## config.mk

```make
export PLATFORM = sky130hd
export DESIGN_NAME = dual_ide_bridge
export DESIGN_NICKNAME = d
export VERILOG_FILES = /design/src/rtl/dib_pkg.sv /design/src/rtl/dib_decode.sv /design/src/rtl/dib_ien_latch.sv /design/src/rtl/dib_sel_reg.sv /design/src/rtl/dual_ide_bridge.sv
export SDC_FILE = /design/constraint.sdc
export NUM_CORES = 1
export LEC_CHECK = 0
export ABC_CLOCK_PERIOD_IN_PS = 2240
export CAP_MARGIN = 20
export CORE_ASPECT_RATIO = 0.8
export CORE_MARGIN = 2
export CORE_UTILIZATION = 25
export CTS_BUF_LIST = sky130_fd_sc_hd__clkbuf_8
export CTS_CLUSTER_DIAMETER = 150
export DETAILED_ROUTE_END_ITERATION = 10
export DONT_BUFFER_PORTS = 1
export GPL_TIMING_DRIVEN = 0
export SYNTH_ARGS = -nofsm -noshare
export SYNTH_HDL_FRONTEND = slang
export SYNTH_SLANG_ARGS = --single-unit
```

## constraint.sdc

```tcl
create_clock -name clk -period 2.24 [get_ports clk]
set_input_delay 0.112 -clock clk [delete_from_list [all_inputs] [get_ports clk]]
set_output_delay 0.112 -clock clk [all_outputs]
set_load 0.02 [all_outputs]
```

## src/rtl/dib_pkg.sv

```systemverilog
package dib_pkg;
   typedef enum logic [2:0] {
      RG_NONE, RG_SEL, RG_TASK, RG_CTRL, RG_IEN, RG_STAT, RG_ID
   } region_e;

   typedef struct packed {
      region_e    region;
      logic       chan;
      logic [2:0] idx;
   } dec_t;
endpackage

```

## src/rtl/dib_decode.sv

```systemverilog
module dib_decode
   import dib_pkg::*;
#(
   parameter int ADDR_W    = 14,
   parameter int NUM_CH    = 2,
   parameter int CH0_BASE  = 'h2000,
   parameter int CH_SPAN   = 'h1000,
   parameter int STRIDE_SH = 6,
   parameter int INTR_OFF  = 'h200,
   parameter int STAT_OFF  = 'h290,
   parameter int CTRL_OFF  = 'h380,
   parameter int ID_OFF    = 'h280,
   parameter int ID_BITS   = 4,
   parameter int ID_STEP   = 4,
   parameter int SEL_ADDR  = 0,
   parameter int CTRL_IDX  = 6
) (
   input  logic [ADDR_W-1:0] addr,
   output dec_t              dec
);
   localparam int TF_REGS = 8;

   always_comb begin
      int a;
      int base;
      a = int'(addr);
      dec = '{region: RG_NONE, chan: 1'b0, idx: 3'd0};
      if (a == SEL_ADDR) dec.region = RG_SEL;
      for (int c = 0; c < NUM_CH; c++) begin
         base = CH0_BASE + c * CH_SPAN;
         for (int n = 0; n < TF_REGS; n++) begin
            if (a == base + (n << STRIDE_SH)) begin
               dec.region = RG_TASK;
               dec.chan   = 1'(c);
               dec.idx    = 3'(n);
            end
         end
         if (a == base + CTRL_OFF) begin
            dec.region = RG_CTRL;
            dec.chan   = 1'(c);
            dec.idx    = 3'(CTRL_IDX);
         end
         if (a == base + INTR_OFF) begin
            dec.region = RG_IEN;
            dec.chan   = 1'(c);
         end
         if (a == base + STAT_OFF) begin
            dec.region = RG_STAT;
            dec.chan   = 1'(c);
         end
      end
      for (int k = 0; k < ID_BITS; k++) begin
         if (a == CH0_BASE + ID_OFF + k * ID_STEP) begin
            dec.region = RG_ID;
            dec.idx    = 3'(k);
         end
      end
   end
endmodule

```

## src/rtl/dib_ien_latch.sv

```systemverilog
module dib_ien_latch (
   input  logic clk,
   input  logic rst_n,
   input  logic set_p,
   input  logic clr_p,
   output logic en
);
   always_ff @(posedge clk or negedge rst_n) begin
      if (!rst_n)     en <= 1'b0;
      else if (set_p) en <= 1'b1;
      else if (clr_p) en <= 1'b0;
   end

   assert_set_on_write_R1: assert property (@(posedge clk) disable iff (!rst_n)
      set_p |=> en);
   assert_clear_on_read_R1: assert property (@(posedge clk) disable iff (!rst_n)
      (clr_p && !set_p) |=> !en);
   assert_hold_without_edge_R10: assert property (@(posedge clk) disable iff (!rst_n)
      (!set_p && !clr_p) |=> $stable(en));
endmodule

```

## src/rtl/dib_sel_reg.sv

```systemverilog
module dib_sel_reg #(
   parameter int DATA_W    = 8,
   parameter int WIN_BIT   = 2,
   parameter int ROUTE_BIT = 0
) (
   input  logic              clk,
   input  logic              rst_n,
   input  logic              wr_p,
   input  logic [DATA_W-1:0] wdata,
   output logic [DATA_W-1:0] sel_q,
   output logic              win_open,
   output logic              route
);
   if (WIN_BIT >= DATA_W || ROUTE_BIT >= DATA_W || WIN_BIT == ROUTE_BIT) begin : g_bad_bits
      $error("dib_sel_reg: window and route bits must be distinct and inside DATA_W");
   end

   always_ff @(posedge clk or negedge rst_n) begin
      if (!rst_n)    sel_q <= '0;
      else if (wr_p) sel_q <= wdata;
   end

   assign win_open = (|sel_q) && sel_q[WIN_BIT];
   assign route    = sel_q[ROUTE_BIT];

   assert_sel_store_R7: assert property (@(posedge clk) disable iff (!rst_n)
      wr_p |=> (sel_q == $past(wdata)));
   assert_sel_hold_R11: assert property (@(posedge clk) disable iff (!rst_n)
      !wr_p |=> $stable(sel_q));
endmodule

```

## src/rtl/dual_ide_bridge.sv

```systemverilog
module dual_ide_bridge
   import dib_pkg::*;
#(
   parameter int ADDR_W    = 14,
   parameter int DATA_W    = 8,
   parameter int NUM_CH    = 2,
   parameter int CH0_BASE  = 'h2000,
   parameter int CH_SPAN   = 'h1000,
   parameter int STRIDE_SH = 6,
   parameter int INTR_OFF  = 'h200,
   parameter int STAT_OFF  = 'h290,
   parameter int CTRL_OFF  = 'h380,
   parameter int ID_OFF    = 'h280,
   parameter int ID_BITS   = 4,
   parameter int ID_STEP   = 4,
   parameter int SEL_ADDR  = 0,
   parameter int WIN_BIT   = 2,
   parameter int ROUTE_BIT = 0,
   parameter int CTRL_IDX  = 6,
   parameter logic [ID_BITS-1:0] CARD_ID = ID_BITS'(6)
) (
   input  logic              clk,
   input  logic              rst_n,
   input  logic [ADDR_W-1:0] host_addr,
   input  logic              host_wr,
   input  logic              host_rd,
   input  logic [DATA_W-1:0] host_wdata,
   output logic [DATA_W-1:0] host_rdata,
   output logic              card_irq,
   output logic [NUM_CH-1:0] drv_cmd_sel,
   output logic [NUM_CH-1:0] drv_ctl_sel,
   output logic [2:0]        drv_addr,
   output logic              drv_wr,
   output logic              drv_rd,
   output logic [DATA_W-1:0] drv_wdata,
   input  logic [DATA_W-1:0] drv_rdata,
   input  logic [NUM_CH-1:0] drv_irq,
   input  logic [NUM_CH-1:0] dma_req_in,
   output logic              dma_req_out,
   input  logic              dma_ack_in,
   output logic [NUM_CH-1:0] dma_ack_out
);
   localparam int TF_TOP = 7 << STRIDE_SH;

   if (NUM_CH != 2) begin : g_bad_ch
      $error("dual_ide_bridge: exactly two channels are supported");
   end
   if (TF_TOP >= INTR_OFF || TF_TOP >= ID_OFF || CH0_BASE + CH_SPAN + CTRL_OFF >= (1 << ADDR_W)) begin : g_bad_map
      $error("dual_ide_bridge: address map overlaps or exceeds ADDR_W");
   end
   if (ID_BITS > 8 || CTRL_IDX > 7) begin : g_bad_id
      $error("dual_ide_bridge: ID_BITS must be at most 8 and CTRL_IDX at most 7");
   end

   // strobe edge detection: side effects only on the rising edge
   logic rd_q, wr_q, rd_p, wr_p;
   always_ff @(posedge clk or negedge rst_n) begin
      if (!rst_n) begin
         rd_q <= 1'b0;
         wr_q <= 1'b0;
      end else begin
         rd_q <= host_rd;
         wr_q <= host_wr;
      end
   end
   assign rd_p = host_rd && !rd_q;
   assign wr_p = host_wr && !wr_q;

   dec_t dec;
   dib_decode #(
      .ADDR_W(ADDR_W), .NUM_CH(NUM_CH), .CH0_BASE(CH0_BASE), .CH_SPAN(CH_SPAN),
      .STRIDE_SH(STRIDE_SH), .INTR_OFF(INTR_OFF), .STAT_OFF(STAT_OFF),
      .CTRL_OFF(CTRL_OFF), .ID_OFF(ID_OFF), .ID_BITS(ID_BITS), .ID_STEP(ID_STEP),
      .SEL_ADDR(SEL_ADDR), .CTRL_IDX(CTRL_IDX)
   ) u_dec (
      .addr(host_addr),
      .dec (dec)
   );

   logic [DATA_W-1:0] sel_q;
   logic              win_open, route;
   dib_sel_reg #(.DATA_W(DATA_W), .WIN_BIT(WIN_BIT), .ROUTE_BIT(ROUTE_BIT)) u_sel (
      .clk     (clk),
      .rst_n   (rst_n),
      .wr_p    (wr_p && dec.region == RG_SEL),
      .wdata   (host_wdata),
      .sel_q   (sel_q),
      .win_open(win_open),
      .route   (route)
   );

   logic [NUM_CH-1:0] ien;
   logic              tf_ok;
   assign tf_ok = (host_rd || host_wr) && win_open;

   for (genvar c = 0; c < NUM_CH; c++) begin : g_ch
      dib_ien_latch u_ien (
         .clk  (clk),
         .rst_n(rst_n),
         .set_p(wr_p && dec.region == RG_IEN && dec.chan == 1'(c)),
         .clr_p(rd_p && dec.region == RG_IEN && dec.chan == 1'(c)),
         .en   (ien[c])
      );
      assign drv_cmd_sel[c] = tf_ok && dec.region == RG_TASK && dec.chan == 1'(c);
      assign drv_ctl_sel[c] = tf_ok && dec.region == RG_CTRL && dec.chan == 1'(c);
      assign dma_ack_out[c] = dma_ack_in && route == 1'(c);
   end

   logic any_sel;
   assign any_sel   = |{drv_cmd_sel, drv_ctl_sel};
   assign drv_addr  = any_sel ? dec.idx : 3'd0;
   assign drv_rd    = host_rd && any_sel;
   assign drv_wr    = host_wr && any_sel;
   assign drv_wdata = host_wdata;

   assign card_irq    = |(drv_irq & ien);
   assign dma_req_out = dma_req_in[route];

   logic [7:0] id_ext;
   assign id_ext = 8'(CARD_ID);

   always_comb begin
      host_rdata = '0;
      if (host_rd) begin
         unique case (dec.region)
            RG_SEL:  host_rdata = sel_q;
            RG_TASK,
            RG_CTRL: host_rdata = win_open ? drv_rdata : '0;
            RG_STAT: host_rdata = DATA_W'(drv_irq[dec.chan]);
            RG_ID:   host_rdata = DATA_W'(id_ext[dec.idx]);
            default: host_rdata = '0;
         endcase
      end
   end

   assert_one_select_R4: assert property (@(posedge clk) disable iff (!rst_n)
      $onehot0({drv_cmd_sel, drv_ctl_sel}));
   assert_closed_window_R8: assert property (@(posedge clk) disable iff (!rst_n)
      !win_open |-> (!drv_rd && !drv_wr && !(|drv_cmd_sel) && !(|drv_ctl_sel)));
   assert_single_dma_R7: assert property (@(posedge clk) disable iff (!rst_n)
      $onehot0(dma_ack_out));
   assert_irq_gate_R2: assert property (@(posedge clk) disable iff (!rst_n)
      (!(|ien) || !(|drv_irq)) |-> !card_irq);
   assert_undecoded_quiet_R11: assert property (@(posedge clk) disable iff (!rst_n)
      (host_rd && dec.region == RG_NONE) |-> (host_rdata == '0));
endmodule

```

Yosys cells after proc, flatten, opt, wreduce, memory -nomap -nowiden:

Memories as Yosys holds them, arrays and structs flattened.
Cells that the tools add are included.

* add/subtract/negate cells: 0
* multiply operators: 0
* div/mod/pow operators: 0
* magnitude comparators: 3
* equality and inequality tests: 32
* shift operators: 0
* muxes and demuxes: 44
* bitwise operators: 3
* reduce and logical (&&, ||, !) cells: 31

Operators by type and width (number)
* $eq A14 B14 Y1 const B: 15
* $eq A14 B13 Y1 const B: 11
* $mux W7: 9
* $mux W6: 9
* $pmux W8 S4: 1
* $mux W3: 9
* $logic_and A1 B1 Y1: 21
* $mux W4: 4
* $mux W8: 2
* $logic_not A14 Y1: 1
* $mux W1: 10
* $eq A3 B3 Y1 const B: 3
* $reduce_or A8 Y1: 1
* $eq A3 B2 Y1 const B: 2
* $lt A1 B2 Y1 const B: 2
* $lt A3 B4 Y1 const B: 1
* $reduce_bool A2 Y1: 2
* $reduce_or A2 Y1: 2
* $reduce_or A4 Y1: 1
* $eq A3 B1 Y1 const B: 1
* $and A2 B2 Y2: 1
* $logic_not A1 Y1: 2
* $not A1 Y1: 2
* $logic_or A1 B1 Y1: 1

* register bits after elaboration: 12
* bits in latches: 0
* memory bits (writable): 0
* memory bits (read-only): 8
* input bits: 39
* logic and storage cells: 119
* memories kept: 1

Memories
* (no name shown): words 8, bits a word 1, read ports 1, clocked after memory_dff 0, write ports 0, line dual_ide_bridge.sv:130 `RG_ID: host_rdata = DATA_W'(id_ext[dec.idx]);`

Logic depth before layout (Yosys ltp):

Gate-level depths: netlist (run 1).

* word-level depth: 33
* mapped depth: 6

By module:

From an unflattened synthesis (run 1), not the netlist that was laid out.

* cells, all modules: 120
* area, all modules: 1074.8 um^2

Modules (own cells, without submodules)
* dual_ide_bridge: times used 1, cells an instance 63, area an instance 457.9 um^2
* dib_sel_reg: times used 1, cells an instance 19, area an instance 342.8 um^2
* dib_decode: times used 1, cells an instance 32, area an instance 201.4 um^2
* dib_ien_latch: times used 2, cells an instance 3, area an instance 36.3 um^2

Worst setup path before layout (run 1):

No wires, ideal clock.

* path kind: in2out
* start point: input host_addr[1]
* end point: output host_rdata[2]
* arrival time: 2178 ps
* data required time: 2128 ps
* slack: -50 ps
* cell stages on the path: 5
* path buffers: 0
* cell sequence: or4_4 > or3_1 > a21oi_1 > o31ai_2 > nor3b_1

* cells in the longest elaborated chain, start to end: 32
* elaborated cells on any way between the ends: 62

RTL lines
* start: declaration: line dual_ide_bridge.sv:24 `input logic [ADDR_W-1:0] host_addr,`
* $logic_not A14 Y1: line dib_decode.sv:28 `if (a == SEL_ADDR) dec.region = RG_SEL;`
* $mux W1: line dib_decode.sv:28
* $mux W6 (8 in series): line dib_decode.sv:32 `if (a == base + (n << STRIDE_SH)) begin`
* $mux W6: line dib_decode.sv:38 `if (a == base + CTRL_OFF) begin`
* $mux W4: line dib_decode.sv:43 `if (a == base + INTR_OFF) begin`
* $mux W4: line dib_decode.sv:47 `if (a == base + STAT_OFF) begin`
* $mux W7 (8 in series): line dib_decode.sv:32
* $mux W7: line dib_decode.sv:38
* $mux W4: line dib_decode.sv:43
* $mux W4: line dib_decode.sv:47
* $mux W3 (3 in series): line dib_decode.sv:53 `if (a == CH0_BASE + ID_OFF + k * ID_STEP) begin`
* $mux W3 (*): line dib_decode.sv:53
* $eq A3 B2 Y1: line dual_ide_bridge.sv:125 `unique case (dec.region)`
* $reduce_or A2 Y1: line dual_ide_bridge.sv:125
* $pmux W8 S4 (*): line dual_ide_bridge.sv:125
* $mux W8 (*): line dual_ide_bridge.sv:124 `if (host_rd) begin`
* end: declaration: line dual_ide_bridge.sv:28 `output logic [DATA_W-1:0] host_rdata,`

Mark *: on every way between the ends. The rest lies on a longest branch, timed or not.

Final worst setup path (run 1):

* start point: input host_addr[1]
* end point: output drv_cmd_sel[0]

* cells in the longest elaborated chain, start to end: 31
* elaborated cells on any way between the ends: 58

RTL lines
* $logic_not A14 Y1: line dib_decode.sv:28
* $mux W1: line dib_decode.sv:28
* $mux W6 (8 in series): line dib_decode.sv:32
* $mux W6: line dib_decode.sv:38
* $mux W4: line dib_decode.sv:43
* $mux W4: line dib_decode.sv:47
* $mux W7 (8 in series): line dib_decode.sv:32
* $mux W7: line dib_decode.sv:38
* $mux W4: line dib_decode.sv:43
* $mux W4: line dib_decode.sv:47
* $mux W3 (4 in series): line dib_decode.sv:53
* $eq A3 B2 Y1: line dual_ide_bridge.sv:104 `assign drv_cmd_sel[c] = tf_ok && dec.region == RG_TASK && dec.chan == 1'(c);`
* $logic_and A1 B1 Y1: line dual_ide_bridge.sv:104
* $logic_and A1 B1 Y1 (*): line dual_ide_bridge.sv:104
* end: declaration: line dual_ide_bridge.sv:30 `output logic [NUM_CH-1:0] drv_cmd_sel,`

Marked as above.

==> results of run 1 <==
==> sequential cells by signal, summed over array words and instances (netlist names) <==
| register | count |
|---|---|
| u_sel.sel_q | 8 |
| g_ch.u_ien.en | 2 |
| rd_q | 1 |
| wr_q | 1 |
==> power groups by stage <==
stage | registers [mW] | clock network (mW) | logic [mW]
after floorplan | 0.224 | 0 | 0.0406
after global placement | 0.224 | 0 | 0.0439
after detailed placement | 0.224 | 0 | 0.0441
after CTS | 0.220 | 0.195 | 0.0555
after global routing | 0.220 | 0.203 | 0.0622
final | 0.220 | 0.188 | 0.0587
==> how the worst max path moves through the flow <==
stage	to	slack [ns]	cells after the start
2_1_floorplan	host_rdata[0]	0.07	5
3_3_place_gp	host_rdata[0]	-0.26	6
3_5_place_dp	drv_ctl_sel[0]	-0.40	6
4_1_cts	host_rdata[2]	-0.13	6
5_1_grt	drv_ctl_sel[0]	0.005	6
6_report	drv_cmd_sel[0]	0.07	5
==> layer usage <==
metal,part of all wire (%),wire length (um),vias up
met3,9.7,309,4
met4,0.81,26,0
met2,51,1620,51
met1,39,1240,468
met5,0,0,-
li1,-,-,430
==> timing repair <==
action,in CTS,in global routing
endpoints found under the setup margin,17,15
buffers inserted,0,2
hold buffers,3,0
pin swaps,0,3
endpoints found under the hold margin,14,0
gates resized for setup,11,13
==> stage by stage <==
| stage | hold WS, ns | total power, mW |
|---|---|---|
| floorplan | -0.184 | 0.264 |
| global placement | -0.183 | 0.268 |
| detailed placement | -0.183 | 0.268 |
| CTS | 0.0239 | 0.471 |
| global route | 0.0204 | 0.485 |
| finish | 0.0281 | 0.467 |
==> cell usage after synthesis <==
| master | instances | share of area, % |
|---|---|---|
| dfrtp_1 | 12 | 30 |
| nor2_1 | 12 | 4.6 |
| mux2_2 | 10 | 11 |
| buf_4 | 8 | 6.1 |
| nor4_1 | 8 | 5.1 |
| a22oi_1 | 6 | 4.6 |
| and2_1 | 4 | 2.5 |
| nand2_1 | 4 | 1.5 |
| a21oi_1 | 3 | 1.5 |
| o21ai_0 | 3 | 1.5 |
| o41ai_1 | 3 | 2.7 |
| a32oi_1 | 2 | 1.8 |
| clkbuf_1 | 2 | 0.76 |
| inv_1 | 2 | 0.76 |
| nand3b_1 | 2 | 1.5 |
| nand4b_1 | 2 | 1.8 |
| nor2b_1 | 2 | 1.3 |
| nor3b_1 | 2 | 1.5 |
| or3_1 | 2 | 1.3 |
| xor2_1 | 2 | 1.8 |
| a2111oi_0 | 1 | 0.89 |
| a222oi_1 | 1 | 1.0 |
| a22o_1 | 1 | 0.89 |
| and3_1 | 1 | 0.64 |
| and4b_1 | 1 | 1.0 |
| nand4_1 | 1 | 0.64 |
| nor4b_4 | 1 | 2.4 |
| o211a_1 | 1 | 1.0 |
| o211ai_1 | 1 | 0.76 |
| o21ai_1 | 1 | 0.51 |
| o221ai_1 | 1 | 0.89 |
| o31ai_2 | 1 | 1.3 |
| or2_2 | 1 | 0.64 |
| or3b_1 | 1 | 0.89 |
| or3b_2 | 1 | 0.89 |
| or4_4 | 1 | 1.1 |
==> area by class of cell <==
| cell class | count | area, um2 |
|---|---|---|
| buffer | 9 | 65.1 |
| clock buffer | 3 | 41.3 |
| fill | 401 | 2510 |
| inverter | 2 | 7.51 |
| multi-input combinational | 83 | 738 |
| sequential | 12 | 300 |
| tap | 55 | 68.8 |
| timing repair buffer | 5 | 45.0 |
==> cell families after synthesis <==
kind of cell           after synthesis
AO/OA/AOI/OAI                       25
AND/OR/NAND/NOR                     46
XOR/XNOR                             2
multiplexers                        10
buffers and inverters               12
flip-flops                          12
==> impl_results.md, run 1 <==
* Full die area at roughly 0.0045 mm2
* # IOs at between 60 and 70
* Clk sinks at 12
* Clock power share at between 40 and 50%
* Total GRT Usage at 14.4%
* Gr ovfl total at 0
* R2r endpoint: u_sel.sel_q[1]$_DFFE_PN0P_
* Final instance area at ~0.0013 mm2
* Combinational family with the most area after synthesis: simple AND/OR/NAND/NOR gates
* CP bufs+invs at 0
* Worst setup EP type: output port
* Post-synthesis mux area share at between 10% and 20%
* Final max-slew violation count at 0
* Largest net degree at the start of global routing at 13
* Hold worst-path end: u_sel.sel_q[7]$_DFFE_PN0P_
* CP max FO at 5
* Cts bufs inserted at 3
* Most frequent cells in the layout: dfrtp_1 (12), mux2_2 (10), buf_4 (10)
* Syn_nets at about 150
* Layout cells sized above 1 at about two fifths
* Crit-path leading delay family: simple AND/OR/NAND/NOR gates
* Hold path depth at 1
* Setup CP Type: input pin to output port
* Cell count after synthesis at about 110
* Via count of the first global-routing pass at 970
* R2r setup slk at around 0.74 ns
* Simple-gate share of the synthesized area at slightly below 30%
* Die extent in y at roughly 60 um
* Antenna Nets Post-Route at 0
* Initial Util at between 20% and 30%
* Skew-Pair Late Insertion Delay at approximately 0.23 ns
* Post-route setup TNS at 0 ns
* Vias/cell at roughly 5.6
* Most common cell after layout, fill and taps aside: dfrtp_1
* Area grow syn2layout at 28.6%
* Worst-Margin Slew at between 0.7 and 0.8 ns
* Cell Rows at 20
* Cell variety after synth at 36
* Skew final at 0.000625 ns
* CTS H-tree lvls at 1
* Vias at 953
* Global Route met3 Usage at under 10%
* Register area share after synthesis at a little under a third
* Critical Path RT at roughly 2.1 ns
* IO buf count at 0
* Post-synthesis xor/xnor area fraction at 1.78%
* Worst r2r path cells at 2
* Nets at 155
* Clock transition at path regs at approximately 0.05 ns
* Maximum vdd drop at approximately 0.00022 V
* Router iterations before antenna repair at 4
* Post-synth design cell area at around 980 um2
* Psw at ~110 uW
* Count of final setup violators at 0
* Yosys reg bits at 12
* Die Wd at 74.2 um
* WL/cell at ~19 um
* PwrDens at between 300 and 400 mW/mm2
* Post-synthesis compound-gate area fraction at about 19%
* Critical Path Start: host_addr[1]
* CTS tree: built
* Global routing's busiest layer: met2
* Slew headroom at 48.2%
* CP cell instances: or4_4 -> nor4_4 -> and3_1 -> o21ai_1 -> nor4_4
* Final wirelength at 3200 um
* Gp weighted congestion at 0.831
* Adder-cell share of the synthesized area at 0%
* Place WS at -0.401 ns
* DRC viols at 0
* First-pass GRT wire length at around 4800 um
* Hold WC Path Type: input pin to register
* Dpl cells at about 160
* Sw frac at roughly 23%
* Worst path slowest cell: or4_4
* Min-delay src: host_wdata[7]
* Grt met2 use at a little over a quarter
* R2r startpoint: wr_q$_DFF_PN0_
* Tcrit/Tclk final at approximately 97%
* Max incr delay on CP at approximately 0.6 ns
* Syn avg cell area at 9.20 um2
* Fmax achieved at ~0.46 GHz
* Area after DPL at 0.00107 mm2
* Dpl hpwl at about 2400 um
* CP startpoint kind: input pin
* Initial antenna violation count at 0
* RSZ-0062 raised after global routing: false
* Pleak at between 0.4 and 0.5 nW
* Comb power frac at 12.6%
* Clock root cell: clkbuf_8
* Met1 Usage GRT at ~16%
* Outcome: complete, no violations
* Internal power at about 360 uW
* Initial DRC Count at 34
* Period minus WS final at roughly 2.2 ns
* Sequential share of power at approximately 47%
* Yosys Warn Count at 0
* Final non-filler cell total at 169
* Most used cell, CP: nor4_4
* Max-Cap Viols at 0
* Core Region at ~0.0038 mm2
* Crit path DAT at just over 2 ns
* Fin util at around a third
* Final hold viol count at 0
* Inserted Diodes at 0
* Final setup margin at roughly 0.071 ns
* CTS max path bufs at 2
No activity file was read; power rests on OpenSTA's default activity.
==> inputs of run 2 (changes only) <==
--- a/config.mk
+++ b/config.mk
@@ -15,6 +15,7 @@
 export DETAILED_ROUTE_END_ITERATION = 10
 export DONT_BUFFER_PORTS = 1
 export GPL_TIMING_DRIVEN = 0
+export RECOVER_POWER = 50
 export SYNTH_ARGS = -nofsm -noshare
 export SYNTH_HDL_FRONTEND = slang
 export SYNTH_SLANG_ARGS = --single-unit
==> run 2 against run 1 <==
Core utilization decreased by 0.79 points; final cell count did not move; sequential share of layout area is 0.58 points higher; register-to-register slack better by 0.02 ns; clock skew about the same; total power decreased by 1.3%; non-clock buffer count stayed put; combinational power decreased by 11%; highest routed layer unchanged.
==> impl_results.md, run 2 (synthesis results as in run 1) <==
* Worst r2r path cells at 2
* Sequential share of power at a little under half
* Most used cell, CP: nor4_4
* Crit path DAT at roughly 2.1 ns
* Initial DRC Count at 25
* Final max-slew violation count at 0
* PwrDens at about 370 mW/mm2
* R2r setup slk at approximately 0.76 ns
* Slew headroom at a little under half
* Inserted Diodes at 0
* Psw at approximately 110 uW
* Crit-path leading delay family: simple AND/OR/NAND/NOR gates
* WL met2 at roughly 1600 um
* CP bufs+invs at 0
* Critical Path RT at 2.13 ns
* Max-Cap Viols at 0
* Die extent in y at 60.1 um
* CP cell instances: or4_4 -> nor4_4 -> and3_1 -> o21ai_1 -> nor4_4
* Highest Signal Layer: met4
* Tcrit/Tclk final at between 90% and 100%
* Hold WC Path Type: input pin to register
* Largest regs: u_sel.sel_q x8, g_ch.u_ien.en x2
* Setup CP Type: input pin to output port
* Most flop-heavy register: u_sel.sel_q
* Hold worst-path end: u_sel.sel_q[7]$_DFFE_PN0P_
* Final hold viol count at 0
* Post-route setup TNS at 0 ns
* Hold path depth at 1
* Fmax achieved at between 0.4 and 0.5 GHz
* Outcome: complete, no violations
* Dpl hpwl at approximately 2400 um
* CTS max path bufs at 2
* Skew final at 0.000570 ns
* Final wirelength at ~3200 um
* Via count of the first global-routing pass at between 900 and 1,000
* CTS tree: built
* Met1 WL at about 1200 um
* Count of final setup violators at 0
* Clock power share at about two fifths
* Sw frac at between 20% and 30%
* Initial Util at roughly a quarter
* Area grow syn2layout at 25.5%
* First-pass GRT wire length at approximately 4800 um
* IO buf count at 0
* Maximum vdd drop at 0.000219 V
* Internal power at ~360 uW
* DRC viols at 0
* Core Region at 0.00378 mm2
* # IOs at 68
* Gr ovfl total at 0
* Die Wd at 74.2 um
* Antenna Nets Post-Route at 0
* Clk sinks at 12
* Max incr delay on CP at 0.60 ns
* Clock transition at path regs at ~0.050 ns
* CP max FO at 5
* Worst setup EP type: output port
* Period minus WS final at 2.18 ns
* Layout cells sized above 1 at a little under a third
* CP startpoint kind: input pin
* Router iterations before antenna repair at 4
* Comb power frac at between 10% and 20%
* CTS H-tree lvls at 1
* Cell Rows at 20
* Most frequent cells in the layout: dfrtp_1 (12), mux2_2 (9), clkbuf_1 (8)
* Gp weighted congestion at 0.831
* RSZ-0062 raised after global routing: false
* Clock root cell: clkbuf_8
* Met3 Wirelength at roughly 310 um
* Vias/cell at between 5 and 6
* R2r startpoint: wr_q$_DFF_PN0_
* Worst-Margin Slew at a little under 0.8 ns
* Worst path slowest cell: or4_4
* Most common cell after layout, fill and taps aside: dfrtp_1
* Full die area at roughly 0.0045 mm2
* Largest net degree at the start of global routing at 13
* Min-delay src: host_wdata[7]
* Nets at ~160
* R2r endpoint: u_sel.sel_q[1]$_DFFE_PN0P_
* Vias at about 950
* Initial antenna violation count at 0
* Tot Pwr at roughly 460 uW
* Total GRT Usage at approximately 14%
* Max reg flops at 8
* Skew-Pair Late Insertion Delay at roughly 0.23 ns
* WL/cell at 18.7 um
* Cts bufs inserted at 3
* Pleak at about 0.43 nW
==> run 2: changes by cell type in the layout (fill, tap and decap cells not counted) <==
cell	previous run	this run
and2_0	0	1
and2_1	4	3
buf_4	10	2
clkbuf_1	0	8
mux2_1	0	1
mux2_2	10	9
==> run 2: layout make-up <==
cell class,count,area (um2)
plain buffers,9,35.0
clock buffers,3,41.3
fillers,410,2540
inverters,2,7.51
multi-input cells,83,738
flip-flops and latches,12,300
well taps,55,68.8
repair buffers,5,45.0
==> run 2: timing repair <==
action | 4_1_cts | 5_1_grt
gates cloned | 0 | 0
pin swaps | 0 | 3
setup buffers | 0 | 2
hold endpoints to repair | 14 | 0
gates resized for setup | 11 | 13
hold buffers | 3 | 0
setup endpoints to repair | 17 | 15
==> run 2: worst max path at each step <==
stage | startpoint | endpoint | slack [ns] | cells after the start
4_1_cts | host_addr[1] | host_rdata[2] | -0.13 | 6
2_1_floorplan | host_addr[1] | host_rdata[0] | 0.07 | 5
5_1_grt | host_addr[1] | drv_ctl_sel[0] | 0.005 | 6
3_5_place_dp | host_addr[1] | drv_ctl_sel[0] | -0.40 | 6
6_report | host_addr[1] | drv_cmd_sel[0] | 0.06 | 5
3_3_place_gp | host_addr[1] | host_rdata[0] | -0.26 | 6
==> run 2: routing by layer <==
| layer | track usage [%] | vias to the layer above |
|---|---|---|
| li1 | - | 430 |
| met1 | 15.9 | 461 |
| met2 | 26.5 | 56 |
| met3 | 3.71 | 4 |
| met4 | 5.19 | 0 |
| met5 | 0 | - |
==> run 2: power groups by stage <==
stage                     clock network [mW]  logic (mW)  registers [mW]
after detailed placement                   0      0.0441           0.224
after CTS                              0.195      0.0555           0.220
after floorplan                            0      0.0406           0.224
after global routing                   0.203      0.0557           0.220
after global placement                     0      0.0439           0.224
final                                  0.189      0.0521           0.220
==> run 2: metrics by stage <==
stage	instance area [um2]	std cells	hold WS (ns)	util (%)	setup WS, ns
5_1_grt	1240	169	0.0204	32.7	0.00451
3_5_place_dp	1070	162	-0.183	28.3	-0.401
4_1_cts	1190	168	0.0239	31.4	-0.126
3_3_place_gp	1070	162	-0.183	28.3	-0.260
2_1_floorplan	1000	107	-0.184	-	0.0693
6_report	1240	169	0.0277	32.7	0.0569
==> run 2: worst reg2reg max path, delay by kind of cell (launching register included) <==
kind | cells | cell delay [ns]
muxes | 1 | 0.40
and+or+nand+nor | 1 | 0.57
DFF | 1 | 0.39
==> inputs of run 3 (changes only) <==
--- a/config.mk
+++ b/config.mk
@@ -6,6 +6,7 @@
 export NUM_CORES = 1
 export LEC_CHECK = 0
 export ABC_CLOCK_PERIOD_IN_PS = 2240
+export BUFFER_PORTS_ARGS = -buffer_cell sky130_fd_sc_hd__buf_4
 export CAP_MARGIN = 20
 export CORE_ASPECT_RATIO = 0.8
 export CORE_MARGIN = 2
@@ -13,7 +14,6 @@
 export CTS_BUF_LIST = sky130_fd_sc_hd__clkbuf_8
 export CTS_CLUSTER_DIAMETER = 150
 export DETAILED_ROUTE_END_ITERATION = 10
-export DONT_BUFFER_PORTS = 1
 export GPL_TIMING_DRIVEN = 0
 export RECOVER_POWER = 50
 export SYNTH_ARGS = -nofsm -noshare
==> run 3 against run 2 <==
Total power rose by 28%; sequential power is essentially flat; first-iteration DRC count increased by 36%; maximum frequency fell by 0.51%; critical path depth rose by 3; largest cell class unchanged; highest routed layer unchanged.
==> impl_results.md, run 3 (synthesis results as in run 1) <==
* Setup CP Type: input pin to output port
* Worst path slowest cell: or4_4
* Tot Pwr at a little under 600 uW
* Dpl cells at between 200 and 250
* Area of the multi-input gates at 741 um2
* Via count of the first global-routing pass at about 1,100
* Tcrit/Tclk final at between 90% and 100%
* CP startpoint kind: input pin
* Hold WC Path Type: input pin to register
* Inserted Diodes at 0
* Area grow syn2layout at 79.5%
* Cell Rows at 20
* Area after DPL at ~0.0016 mm2
* Final hold viol count at 0
* CP max FO at 8
* Maximum vdd drop at approximately 0.00024 V
* Clk sinks at 12
* Vias at ~1,200
* DRC viols at 0
* Antenna Nets Post-Route at 0
* Gr ovfl total at 0
* Skew-Pair Late Insertion Delay at approximately 0.24 ns
* Critical Path RT at roughly 2.1 ns
* Initial antenna violation count at 0
* Final non-filler cell total at between 200 and 250
* CP bufs+invs at 3
* Layout cells sized above 1 at 55.9%
* Crit-path leading delay family: simple AND/OR/NAND/NOR gates
* Max-Cap Viols at 0
* Final wirelength at ~3500 um
* Initial DRC Count at 34
* Final max-slew violation count at 0
* Most used cell, CP: buf_4
* CTS tree: built
* Most common cell after layout, fill and taps aside: buf_4
* First-pass GRT wire length at approximately 5300 um
* Largest net degree at the start of global routing at 13
* CTS H-tree lvls at 1
* Skew final at approximately 0.0028 ns
* Crit path DAT at ~2.1 ns
* Worst setup EP type: output port
* Nets at 226
* Gp weighted congestion at approximately 0.86
* Die extent in y at 60.1 um
* Router iterations before antenna repair at 4
* Core Region at 0.00378 mm2
* WHS at 0.0613 ns
* Clock root cell: clkbuf_8
* Cts bufs inserted at 3
* Die Wd at between 70 and 80 um
* Clock transition at path regs at 0.05 ns
* Largest regs: u_sel.sel_q x8, g_ch.u_ien.en x2
* Outcome: complete, no violations
* Worst-Margin Slew at around 0.7 ns
* Storage element area at about 300 um2
* WL/cell at 14.6 um
* Most flop-heavy register: u_sel.sel_q
* IO buf count at 67
* Initial Util at roughly a quarter
* Period minus WS final at 2.19 ns
* Max reg flops at 8
* CTS max path bufs at 2
* CP cell instances: buf_4 -> or4_4 -> buf_4 -> nor4_4 -> or2_4 -> o31ai_4 -> nor3b_2 -> buf_4
* Most frequent cells in the layout: buf_4 (72), dfrtp_1 (12), clkbuf_1 (12)
* # IOs at 68
* Fmax achieved at about 0.46 GHz
* Max incr delay on CP at 0.61 ns
* Count of final setup violators at 0
* Final instance area at between 0.0015 and 0.002 mm2
* Vias/cell at slightly above 5
* Slew headroom at 53.1%
* PwrDens at 334 mW/mm2
* RSZ-0062 raised after global routing: true
* Fill cell count at 374
* Pleak at between 0.7 and 0.8 nW
* Total GRT Usage at roughly 15%
* Full die area at 0.00446 mm2
* Dpl hpwl at between 2000 and 3000 um
run 3: path summary, 6_finish.rpt:
kind	to	slack [ns]	cells past startpoint	startpoint
max in group asynchronous	rd_q$_DFF_PN0_	1.38	2	rst_n
min in group asynchronous	u_sel.sel_q[5]$_DFFE_PN0P_	0.42	2	rst_n
worst min register to register	u_sel.sel_q[4]$_DFFE_PN0P_	0.51	1	u_sel.sel_q[4]$_DFFE_PN0P_
worst min-delay path	rd_q$_DFF_PN0_	0.06	1	host_rd
worst max register to register	u_sel.sel_q[5]$_DFFE_PN0P_	0.76	2	wr_q$_DFF_PN0_
worst max-delay path	host_rdata[2]	0.05	8	host_addr[3]
run 3: timing repair:
action	in CTS	in global routing
buffers inserted	0	8
hold endpoints to repair	12	0
hold buffers	1	0
gates resized for setup	15	9
pin swaps	0	6
cloned	0	0
endpoints found under the setup margin	17	21
run 3: per-layer routing:
metal  global-route usage [%]  vias up  share of wire, %
met5                        0        -                 0
met1                     18.3      587                40
met4                     4.94        0               1.1
met2                     27.6       59                49
li1                         -      570                 -
met3                     3.71        6               9.7
run 3: power by group:
group	switching [mW]	leakage [nW]	internal [mW]
sequential	0.00109	0.163	0.219
combinational	0.0658	0.571	0.0674
clock	0.0813	0.0288	0.155
run 3: area by class of cell:
class	instances	share of cell area (%)
Multi-Input combinational cell	83	41.9
Clock buffer	4	3.11
Inverter	2	0.425
Sequential cell	12	17.0
Buffer	9	3.82
Timing Repair Buffer	76	29.9
Tap cell	55	3.89
run 3: through the flow:
step,TNS (ns),setup slack (ns),util (%)
2_1_floorplan,0,0.0693,-
5_1_grt,-0.0291,-0.0229,46.8
3_3_place_gp,-3.71,-0.272,41.7
4_1_cts,-0.00223,-0.00223,45.6
3_5_place_dp,-4.93,-0.377,41.7
6_report,0,0.0457,46.8
